==> config.mk <==
export PLATFORM = sky130hd
export DESIGN_NAME = rot_flag_unit
export DESIGN_NICKNAME = d
export VERILOG_FILES = /design/src/rtl/rot_pkg.sv /design/src/rtl/rot_lane.sv /design/src/rtl/rot_flag_calc.sv /design/src/rtl/rot_flag_unit.sv
export SDC_FILE = /design/constraint.sdc
export NUM_CORES = 1
export LEC_CHECK = 0
export BUFFER_PORTS_ARGS = -buffer_cell sky130_fd_sc_hd__buf_4
export CAP_MARGIN = 10
export CORE_MARGIN = 4
export CORE_UTILIZATION = 35
export CTS_CLUSTER_DIAMETER = 50
export DETAILED_ROUTE_END_ITERATION = 10
export GPL_ROUTABILITY_DRIVEN = 0
export PLACE_DENSITY = 0.59
export SLEW_MARGIN = 10
export SYNTH_ARGS = -nofsm -noshare
export SYNTH_HDL_FRONTEND = slang
export SYNTH_SLANG_ARGS = --single-unit
==> constraint.sdc <==
create_clock -name clk -period 2.1 [get_ports clk]
set_input_delay 0.21 -clock clk [delete_from_list [all_inputs] [get_ports clk]]
set_output_delay 0.21 -clock clk [all_outputs]
set_load 0.005 [all_outputs]
==> src/rtl/rot_pkg.sv <==
package rot_pkg;
  typedef enum logic {
    DIR_LEFT  = 1'b0,
    DIR_RIGHT = 1'b1
  } rot_dir_e;

  typedef enum logic [1:0] {
    SZ_BYTE  = 2'd0,
    SZ_WORD  = 2'd1,
    SZ_DWORD = 2'd2
  } rot_size_e;

  localparam int unsigned BASE_W = 8;
endpackage

==> src/rtl/rot_lane.sv <==
module rot_lane #(
  parameter int unsigned LANE_W = 8,
  localparam int unsigned AMT_W = $clog2(LANE_W)
) (
  input  logic              dir_right,
  input  logic [AMT_W-1:0]  amt,
  input  logic [LANE_W-1:0] din,
  output logic [LANE_W-1:0] dout
);
  logic [2*LANE_W-1:0] dbl;
  logic [2*LANE_W-1:0] shl;
  logic [2*LANE_W-1:0] shr;

  always_comb begin
    dbl = {din, din};
    shl = dbl << amt;
    shr = dbl >> amt;
    if (dir_right) dout = shr[LANE_W-1:0];
    else           dout = shl[2*LANE_W-1:LANE_W];
  end
endmodule

==> src/rtl/rot_flag_calc.sv <==
module rot_flag_calc #(
  parameter int unsigned NUM_SIZES = 3,
  parameter int unsigned FLAG_W    = 16,
  parameter int unsigned CF_POS    = 0,
  parameter int unsigned OF_POS    = 11,
  localparam int unsigned DATA_W   = rot_pkg::BASE_W << (NUM_SIZES - 1),
  localparam int unsigned SZ_W     = (NUM_SIZES > 1) ? $clog2(NUM_SIZES) : 1
) (
  input  logic [DATA_W-1:0] res,
  input  logic [SZ_W-1:0]   sz_idx,
  input  logic              dir_right,
  input  logic              count_nz,
  input  logic [FLAG_W-1:0] flags_in,
  output logic [FLAG_W-1:0] flags_out
);
  logic [NUM_SIZES-1:0] top_bit;
  logic [NUM_SIZES-1:0] next_bit;

  for (genvar k = 0; k < NUM_SIZES; k++) begin : g_tap
    localparam int unsigned LW = rot_pkg::BASE_W << k;
    assign top_bit[k]  = res[LW-1];
    assign next_bit[k] = res[LW-2];
  end

  logic msb, msb_m1, cf_new, of_new;

  always_comb begin
    msb    = top_bit[sz_idx];
    msb_m1 = next_bit[sz_idx];
    if (dir_right) begin
      cf_new = msb;
      of_new = msb ^ msb_m1;
    end else begin
      cf_new = res[0];
      of_new = msb ^ res[0];
    end
    flags_out = flags_in;
    if (count_nz) begin
      flags_out[CF_POS] = cf_new;
      flags_out[OF_POS] = of_new;
    end
  end
endmodule

==> src/rtl/rot_flag_unit.sv <==
module rot_flag_unit #(
  parameter int unsigned NUM_SIZES = 3,
  parameter int unsigned CNT_W     = 8,
  parameter int unsigned FLAG_W    = 16,
  parameter int unsigned CF_POS    = 0,
  parameter int unsigned OF_POS    = 11,
  localparam int unsigned DATA_W   = rot_pkg::BASE_W << (NUM_SIZES - 1),
  localparam int unsigned SZ_W     = (NUM_SIZES > 1) ? $clog2(NUM_SIZES) : 1
) (
  input  logic              clk,
  input  logic              rst_n,
  input  logic              in_valid,
  input  logic              op_sel,
  input  logic [1:0]        width_sel,
  input  logic [CNT_W-1:0]  count,
  input  logic [DATA_W-1:0] operand,
  input  logic [FLAG_W-1:0] flags_in,
  output logic              out_valid,
  output logic [DATA_W-1:0] result,
  output logic [FLAG_W-1:0] flags_out
);
  localparam logic [1:0] LAST_SZ = 2'(NUM_SIZES - 1);

  logic [SZ_W-1:0]   sz_idx;
  logic [DATA_W-1:0] lane_res [NUM_SIZES];
  logic [DATA_W-1:0] res_d;
  logic [FLAG_W-1:0] flags_d;
  logic              count_nz;

  always_comb begin
    if (width_sel > LAST_SZ) sz_idx = SZ_W'(LAST_SZ);
    else                     sz_idx = SZ_W'(width_sel);
  end

  for (genvar k = 0; k < NUM_SIZES; k++) begin : g_lane
    localparam int unsigned LW = rot_pkg::BASE_W << k;
    localparam int unsigned AW = $clog2(LW);
    logic [LW-1:0] lane_out;
    rot_lane #(.LANE_W(LW)) u_lane (
      .dir_right (op_sel),
      .amt       (count[AW-1:0]),
      .din       (operand[LW-1:0]),
      .dout      (lane_out)
    );
    assign lane_res[k] = DATA_W'(lane_out);
  end

  assign count_nz = |count;
  assign res_d    = lane_res[sz_idx];

  rot_flag_calc #(
    .NUM_SIZES (NUM_SIZES),
    .FLAG_W    (FLAG_W),
    .CF_POS    (CF_POS),
    .OF_POS    (OF_POS)
  ) u_flags (
    .res       (res_d),
    .sz_idx    (sz_idx),
    .dir_right (op_sel),
    .count_nz  (count_nz),
    .flags_in  (flags_in),
    .flags_out (flags_d)
  );

  // Reset synchronizer: asserts asynchronously, releases on a clock edge.
  logic rst_sync1, rst_sync_n;
  always_ff @(posedge clk or negedge rst_n) begin
    if (!rst_n) begin
      rst_sync1  <= 1'b0;
      rst_sync_n <= 1'b0;
    end else begin
      rst_sync1  <= 1'b1;
      rst_sync_n <= rst_sync1;
    end
  end

  always_ff @(posedge clk or negedge rst_sync_n) begin
    if (!rst_sync_n) out_valid <= 1'b0;
    else             out_valid <= in_valid;
  end

  always_ff @(posedge clk or negedge rst_sync_n) begin
    if (!rst_sync_n) begin
      result    <= '0;
      flags_out <= '0;
    end else if (in_valid) begin
      result    <= res_d;
      flags_out <= flags_d;
    end
  end
endmodule

==> impl_metrics.toml, run 1 <==
[sta]
slew_headroom_pct = 59.9
hold-worst-slack_ps = 151
fin_crit_ps = 2210
rsz0062_at_grt = "true"
finalMaxSlewViolations = 0
fmax_ghz = 0.452
hold_viol = 0
tns_ps = -317
finalWorstSetupSlack_ps = -115
post-route-period-util_pct = 105
setup_viol = 8
fin_skew_ps = 3.34
tightest_slew_ps = 601

[cells_and_area]
layout-drive-gt1-share_pct = 53.3
antennaDiodeCount = 0
fin_cells = 1352
finalNetCount = 1138
areaGrowthSynthToFinish_pct = 46.6

[clock_network]
clk_pin_slew_ps = 70
cts-htree-levels = 2
cts_tree = "done"
clockRootBuffer = "clkbuf_16"
clock_latency_ps = 290
clock_sinks = 51
numCtsBuffers = 5
cts_buffer_depth = 2

[placement]
io_buffers = 110
hpwl_microns = 22200
dp_cells = 1322
place_ws_ps = -533

[logic_synthesis]
synthFlopType = "dfrtp_1"
synth_cells = 812
ys_seq_area_share_pct = 17.0
syn_nets = 874
syn_avg_cell_area_sq_um = 9.24
ys_ff_latch = 51
synthArstFlopShare_pct = 100
ys_types = 77
yosys_warnings = 0
synth-edff-count = 0
synth_area_sq_um = 7500

[worst_hold_path]
hp-start = "flags_in[0]"
holdCritPathClass = "primary input to register"

[grt]
grt_use_total_pct = 23.4
grt_pass1_vias = 7691
overflow = 0
grt_max_degree = 50
grt_antenna_before_repair = 0
grt_pass1_wl_microns = 44900

[route]
drc = 0
viasPerCell = 5.95
dr_wl_met3_microns = 2480
ant_nets = 0
route.met2.wl_microns = 13000
highest_layer = "met4"
vias = 8046
wl_per_cell_microns = 21.6
wl_microns = 29200
drt-initial-drc-count = 838
dr.pass1.iters = 7
wl_met1_microns = 12800

[floorplan]
initial_utilization_pct = 35.6
ioPinCount = 111
die_x_microns = 154
core-area_sq_um = 21100
die_h_microns = 154
dieArea_sq_um = 23800
rows = 53

[job]
drv_cap = 0

[pwr]
ir_worst_vdd_mv = 0.304
leakage_nw = 4.79
p_total_mw = 4.78
p_per_area_nw_per_um2 = 435

[setup_path]
r2r_start = "result[4]"
critPathMaxFanout = 8
startpoint = "count[1]"
regToRegSetupSlack_ps = 1310
start_kind = "primary input"
crit_type = "primary input to register"
arrival_ps = 2390
required_ps = 2280
endpoint_kind = "register"

[run_status]
violations = "negative setup slack"
status = "finished with violations"
## kinds of logic (layout without fill, tap and decap cells)
family                 after synthesis  after routing  synth area share [%]
other                                1              1                0.0500
flip-flops                          51             51                  17.0
buffers and inverters              117            382                  8.12
multiplexers                       192            192                  40.5
AO/OA/AOI/OAI                      197            197                  19.1
AND/OR/NAND/NOR                    254            254                  15.2
## layout by cell type, fill, tap and decap left out, types with 6 or more instances in the layout
master and n:
clkbuf_16 7, nand3_1 19, dfrtp_1 50, mux2_2 37, o2bb2ai_1 14, nand2_1 90, o21ai_1 14, o21a_1 6
a211o_1 9, mux2i_1 51, mux2_4 11, buf_12 21, buf_6 9, o21ai_0 10, mux4_2 82, and3_1 6
nor2_1 65, and2_1 11, a211oi_1 9, a21oi_1 23, or3_1 6, nand2_2 9, a31oi_1 15, nand2b_1 9
buf_4 319, inv_1 10, a21o_1 8, mux2i_2 7, o211ai_1 13
## critical path: stages
cell and delay, ps:
buf_12 130, buf_12 120, buf_16 140, mux2_4 330, a221oi_4 310, buf_4 190
nand2_1 80, a32o_2 300, mux2_4 260, a221oi_2 250, nor2_1 70
## cell usage after synthesis (7+ instances only)
library cell	n	area, sq um
o211ai_1	13	97.6
nand3_1	22	110
a21oi_1	26	130
and2_1	11	68.8
a211o_1	9	78.8
mux2i_1	61	611
a211oi_1	12	90.1
a21o_1	8	60.1
nor2_1	69	259
or3_1	7	43.8
mux2_2	44	495
o21ai_0	18	90.1
clkbuf_1	52	195
dfrtp_1	51	1280
o21ai_1	8	40.0
o2bb2ai_1	14	123
buf_1	8	30.0
nand2_1	100	375
buf_2	19	95.1
and3_1	8	50.1
buf_6	14	158
nor3_1	7	35.0
a31oi_1	23	144
inv_1	10	37.5
buf_4	8	60.1
mux4_2	81	1820
nand2b_1	10	62.6
## per-stage QoR
stage | instance area, sq um | util, %
2_1_floorplan | 7590 | -
3_3_place_gp | 10000 | 47.6
3_5_place_dp | 10000 | 47.6
4_1_cts | 10700 | 50.5
5_1_grt | 11000 | 52.1
6_report | 11000 | 52.1
## final timing paths
path / to / cells past startpoint
min: flags_out[0] / 3
max: result[14] / 11
max in group asynchronous: result[19] / 1
max reg2reg: result[4] / 2
min in group asynchronous: rst_sync1 / 2
min reg2reg: flags_out[4] / 1
## registers in the layout (all words and copies together) (netlist names)
register and count:
result 32, rst_sync_n 1, rst_sync1 1, flags_out 16, out_valid 1
## what timing repair did
item | 4_1_cts | 5_1_grt
buffers inserted | 8 | 8
cloned | 5 | 2
pin swaps | 18 | 16
endpoints found under the setup margin | 25 | 25
gates resized for setup | 65 | 63
endpoints found under the hold margin | 2 | 0
hold buffers | 1 | 0
## report_power, final
part | internal [mW] | switching [mW] | leakage [nW]
logic | 1.49 | 1.33 | 4.10
registers | 1.10 | 0.0709 | 0.621
clock network | 0.446 | 0.342 | 0.0675
total | 3.04 | 1.74 | 4.79
## per-layer routing
layer / global-route usage [%] / up-vias
li1: - / 3654
met1: 34.6 / 3917
met2: 34.6 / 421
met3: 3.83 / 54
met4: 8.28 / 0
met5: 0 / -
## layout make-up
cell class,instances,area [sq um]
inverters,15,56.3
well taps,275,344
repair buffers,359,3140
clock buffers,6,129
flip-flops and latches,51,1280
fillers,1901,10100
multi-input cells,644,6030
clock inverters,2,16.3
(Power assumes the default switching activity.)
==> run 2: changes to the inputs <==
BUFFER_PORTS_ARGS = not set   (was -buffer_cell sky130_fd_sc_hd__buf_4)
DONT_BUFFER_PORTS = 1   (was not set)
PLACE_DENSITY = 0.55   (was 0.59)
RECOVER_POWER = 25   (was not set)
SLEW_MARGIN = 20   (was 10)
==> impl_metrics.toml, run 2 (same netlist as run 1, synthesis figures left out) <==
[floorplan]
die_h_microns = 154
initial_utilization_pct = 35.6
dieArea_sq_um = 23800
core-area_sq_um = 21100
ioPinCount = 111
rows = 53
die_x_microns = 154

[route]
vias = 6939
drt-initial-drc-count = 659
drc = 0
viasPerCell = 6.51
wl_per_cell_microns = 24.6
wl_microns = 26200
dr.pass1.iters = 5
ant_nets = 0

[grt]
grt_pass1_vias = 6558
overflow = 0
grt_antenna_before_repair = 0
grt_pass1_wl_microns = 40400
grt_use_total_pct = 21.1
grt_max_degree = 120

[setup_path]
arrival_ps = 2200
required_ps = 2260
start_kind = "primary input"
critPathMaxFanout = 103
crit_type = "primary input to register"
endpoint_kind = "register"

[pwr]
leakage_nw = 3.20
switching_share_pct = 32.8
power_switching_mw = 1.21
p_per_area_nw_per_um2 = 459
p_int_mw = 2.48
pwr-share-comb_pct = 43.8
pwr-share-seq_pct = 33.2
power_frac_clock_pct = 23.0
ir_worst_vdd_mv = 0.313

[cells_and_area]
top_regs = "result x32, flags_out x16"
areaGrowthSynthToFinish_pct = 7.22
fillers = 2137
layout_commonest_cell = "nand2_1"
fin_cells = 1066
layout-drive-gt1-share_pct = 27.4
regMostFlops = "result"
antennaDiodeCount = 0
final_cell_mix = "nand2_1 (100), mux4_2 (81), nor2_1 (69), buf_4 (69), mux2i_1 (61)"
finalNetCount = 852
finalInstanceArea_sq_um = 8050
largest_register_ffs = 32

[clock_network]
numCtsBuffers = 5
clockRootBuffer = "clkbuf_16"
cts_tree = "done"
post_cts_buffers = 0
clock_latency_ps = 280
cts-htree-levels = 2
clk_pin_slew_ps = 60
clock_sinks = 51
cts_buffer_depth = 2

[placement]
dpl_cell_area_sq_um = 7870
io_buffers = 0
dp_cells = 1056
hpwl_microns = 18800
place_ws_ps = -112

[job]
drv_cap = 0

[sta]
rsz0062_at_grt = "false"
finalMaxSlewViolations = 0
fin_skew_ps = 3.33
tns_ps = 0
hold_viol = 0
fin_crit_ps = 2040
slew_headroom_pct = 42.7
post-route-period-util_pct = 97.0
hold-worst-slack_ps = 8.06
finalWorstSetupSlack_ps = 63.1
tightest_slew_ps = 859
setup_viol = 0
fmax_ghz = 0.491

[run_status]
status = "finished, final reports clean"

[worst_hold_path]
holdCritPathClass = "primary input to register"
run 2: cell count changes in the layout (fill, tap and decap cells not counted), sizes merged:
cell         delta
buf           -285
inv             -1
clkbuf          -1
dlygate4sd3     +1
run 2: metrics by stage:
stage                     total power, mW  utilization [%]
after floorplan                      2.57                -
after global placement               2.82             37.3
after detailed placement             2.83             37.3
after CTS                            3.69             38.2
after global routing                 3.90             38.2
final                                3.69             38.2
run 2: final cells by class:
cell class	instances	area, sq um	share of cell area, %
Clock buffer	7	153	1.90
Clock inverter	1	7.51	0.0933
Inverter	15	56.3	0.700
Timing Repair Buffer	73	578	7.19
Sequential cell	51	1280	15.9
Multi-Input combinational cell	644	5630	70.0
Tap cell	275	344	4.28
run 2: worst max-delay path: stages:
cell	delay, ps
mux2_2	230
o22ai_1	70
o31ai_1	620
nand3_1	230
a211o_1	330
a31oi_1	250
or2_1	140
o211ai_1	70
run 2: timing repair:
action	CTS	global route
setup endpoints to repair	0	1
hold buffers	2	0
hold endpoints to repair	5	0
resized for setup	0	1
run 2: power groups by stage:
stage | clock (mW) | combinational (mW) | sequential (mW)
after floorplan | 0 | 1.37 | 1.21
after global routing | 0.905 | 1.75 | 1.24
after CTS | 0.868 | 1.59 | 1.23
after detailed placement | 0 | 1.58 | 1.25
final | 0.850 | 1.62 | 1.22
after global placement | 0 | 1.58 | 1.24
run 2: path summary, 6_finish.rpt:
kind | slack [ps] | depth (start not counted) | end | startpoint
hold / removal | 8 | 1 | result[9] | in_valid
hold reg to reg | 360 | 0 | result[25] | rst_sync_n
max in group asynchronous | 1000 | 1 | out_valid | rst_sync_n
setup reg to reg | 1000 | 1 | out_valid | rst_sync_n
min in group asynchronous | 150 | 1 | rst_sync_n | rst_n
setup / recovery | 60 | 8 | flags_out[11] | count[2]
run 2: layer usage:
metal	track usage, %	vias to the layer above	share of wire [%]
li1	-	3082	-
met1	31.9	3415	44
met2	30.1	412	42
met3	6.30	30	13
met4	3.15	0	1.1
met5	0	-	0
==> run 3: changes to the inputs <==
CORE_MARGIN = 2   (was 4)
HOLD_SLACK_MARGIN = 0.05   (was not set)
==> impl_metrics.toml, run 3 (same netlist as run 1, synthesis figures left out) <==
[run_status]
status = "finished, final reports clean"

[setup_path]
r2r_cells = 1
critPathSlowestCell = "o21ai_0"
required_ps = 2280
regToRegSetupSlack_ps = 920
max_stage_delay_ps = 530
critPathMaxFanout = 119
r2r_start = "rst_sync_n"
crit_end = "result[3]"
cp.buffers_inverters = 2
start_kind = "primary input"
arrival_ps = 2190
r2r-end = "result[9]"
crit_chain = "mux2i_1, buf_4, mux4_2, nor2_1, inv_1, nand2_1, o21ai_0, o211ai_1, a22o_1"
cp.depth = 9
startpoint = "count[1]"
crit_type = "primary input to register"
crit_family = "compound AO/OA/AOI/OAI gates"
endpoint_kind = "register"

[grt]
grt_antenna_before_repair = 0
overflow = 0
grt_use_total_pct = 23.0
grt_max_degree = 120
grt_pass1_vias = 6488
grt_pass1_wl_microns = 40500

[pwr]
pwr-share-comb_pct = 45.0
p_per_area_nw_per_um2 = 452
ir_worst_vdd_mv = 0.306
p_int_mw = 2.47
switching_share_pct = 32.7
p_total_mw = 3.67
pwr-share-seq_pct = 33.3
leakage_nw = 3.26
power_switching_mw = 1.20
power_frac_clock_pct = 21.7

[sta]
slew_headroom_pct = 32.2
tns_ps = 0
fmax_ghz = 0.497
tightest_slew_ps = 1020
rsz0062_at_grt = "false"
fin_skew_ps = 5.19
setup_viol = 0
fin_crit_ps = 2010
post-route-period-util_pct = 95.8
finalMaxSlewViolations = 0
hold_viol = 0

[floorplan]
initial_utilization_pct = 35.7
die_h_microns = 150
ioPinCount = 111
dieArea_sq_um = 22600
die_x_microns = 150
core-area_sq_um = 21000
rows = 53

[cells_and_area]
areaGrowthSynthToFinish_pct = 8.19
layout-drive-gt1-share_pct = 28.5
fillers = 2125
final_cell_mix = "nand2_1 (100), buf_4 (83), mux4_2 (81), nor2_1 (69), mux2i_1 (61)"
antennaDiodeCount = 0
fin_cells = 1079
regMostFlops = "result"
top_regs = "result x32, flags_out x16"
largest_register_ffs = 32
layout_commonest_cell = "nand2_1"
final_core_util_pct = 38.6
finalNetCount = 865

[route]
wl_per_cell_microns = 24.2
dr.pass1.iters = 5
viasPerCell = 6.40
drt-initial-drc-count = 712
wl_microns = 26100
ant_nets = 0
vias = 6908
drc = 0

[worst_hold_path]
holdCritPathClass = "primary input to register"

[clock_network]
cts-htree-levels = 2
clock_sinks = 51
clockRootBuffer = "clkbuf_16"
clock_latency_ps = 290
numCtsBuffers = 5
clk_pin_slew_ps = 60
cts_tree = "done"
cts_buffer_depth = 2

[placement]
hpwl_microns = 18800
io_buffers = 0
dp_cells = 1069

[job]
drv_cap = 0
==> run 3: routing by layer <==
layer / GRT usage (%) / part of all wire (%) / up-vias / wire, microns
met5: 0 / 0 / - / 0
met4: 3.96 / 1.3 / 0 / 345
met3: 7.33 / 14 / 34 / 3640
met2: 32.7 / 42 / 410 / 10900
met1: 34.4 / 43 / 3365 / 11300
li1: - / - / 3099 / -
==> run 3: timing repair <==
| action | 4_1_cts | 5_1_grt |
|---|---|---|
| buffers inserted | 0 | 0 |
| endpoints found under the hold margin | 10 | 0 |
| hold buffers | 2 | 0 |
| resized for setup | 0 | 0 |
==> run 3: through the flow <==
stage	hold slack, ps	setup WS [ps]	area (sq um)
floorplan	-85.6	-151	7590
global placement	-85.5	-96.9	7950
detailed placement	-85.5	-113	7950
CTS	54.8	186	8120
global route	53.5	31.7	8120
finish	70.0	87.6	8120
==> run 3: worst min path at each step <==
stage	startpoint	end	slack, ps	depth (start not counted)
CTS	width_sel[1]	result[26]	50	2
global placement	rst_n	rst_sync_n	-90	0
finish	in_valid	result[4]	70	1
global route	flags_in[8]	flags_out[8]	50	1
detailed placement	rst_n	rst_sync_n	-90	0
floorplan	rst_n	rst_sync1	-90	0
==> run 3: area by class of cell <==
class                           count  area, sq um  share of cell area (%)
Timing Repair Buffer               86          663                    8.17
Sequential cell                    51         1280                    15.7
Clock buffer                        7          143                    1.76
Inverter                           15         56.3                   0.694
Clock inverter                      1         5.00                  0.0617
Multi-Input combinational cell    644         5630                    69.4
Tap cell                          275          344                    4.24
==> run 3: power by group through the flow <==
stage / sequential, mW / clock [mW] / combinational (mW)
2_1_floorplan: 1.21 / 0 / 1.37
3_3_place_gp: 1.24 / 0 / 1.61
3_5_place_dp: 1.25 / 0 / 1.61
4_1_cts: 1.23 / 0.825 / 1.63
5_1_grt: 1.25 / 0.881 / 1.79
6_report: 1.22 / 0.796 / 1.65
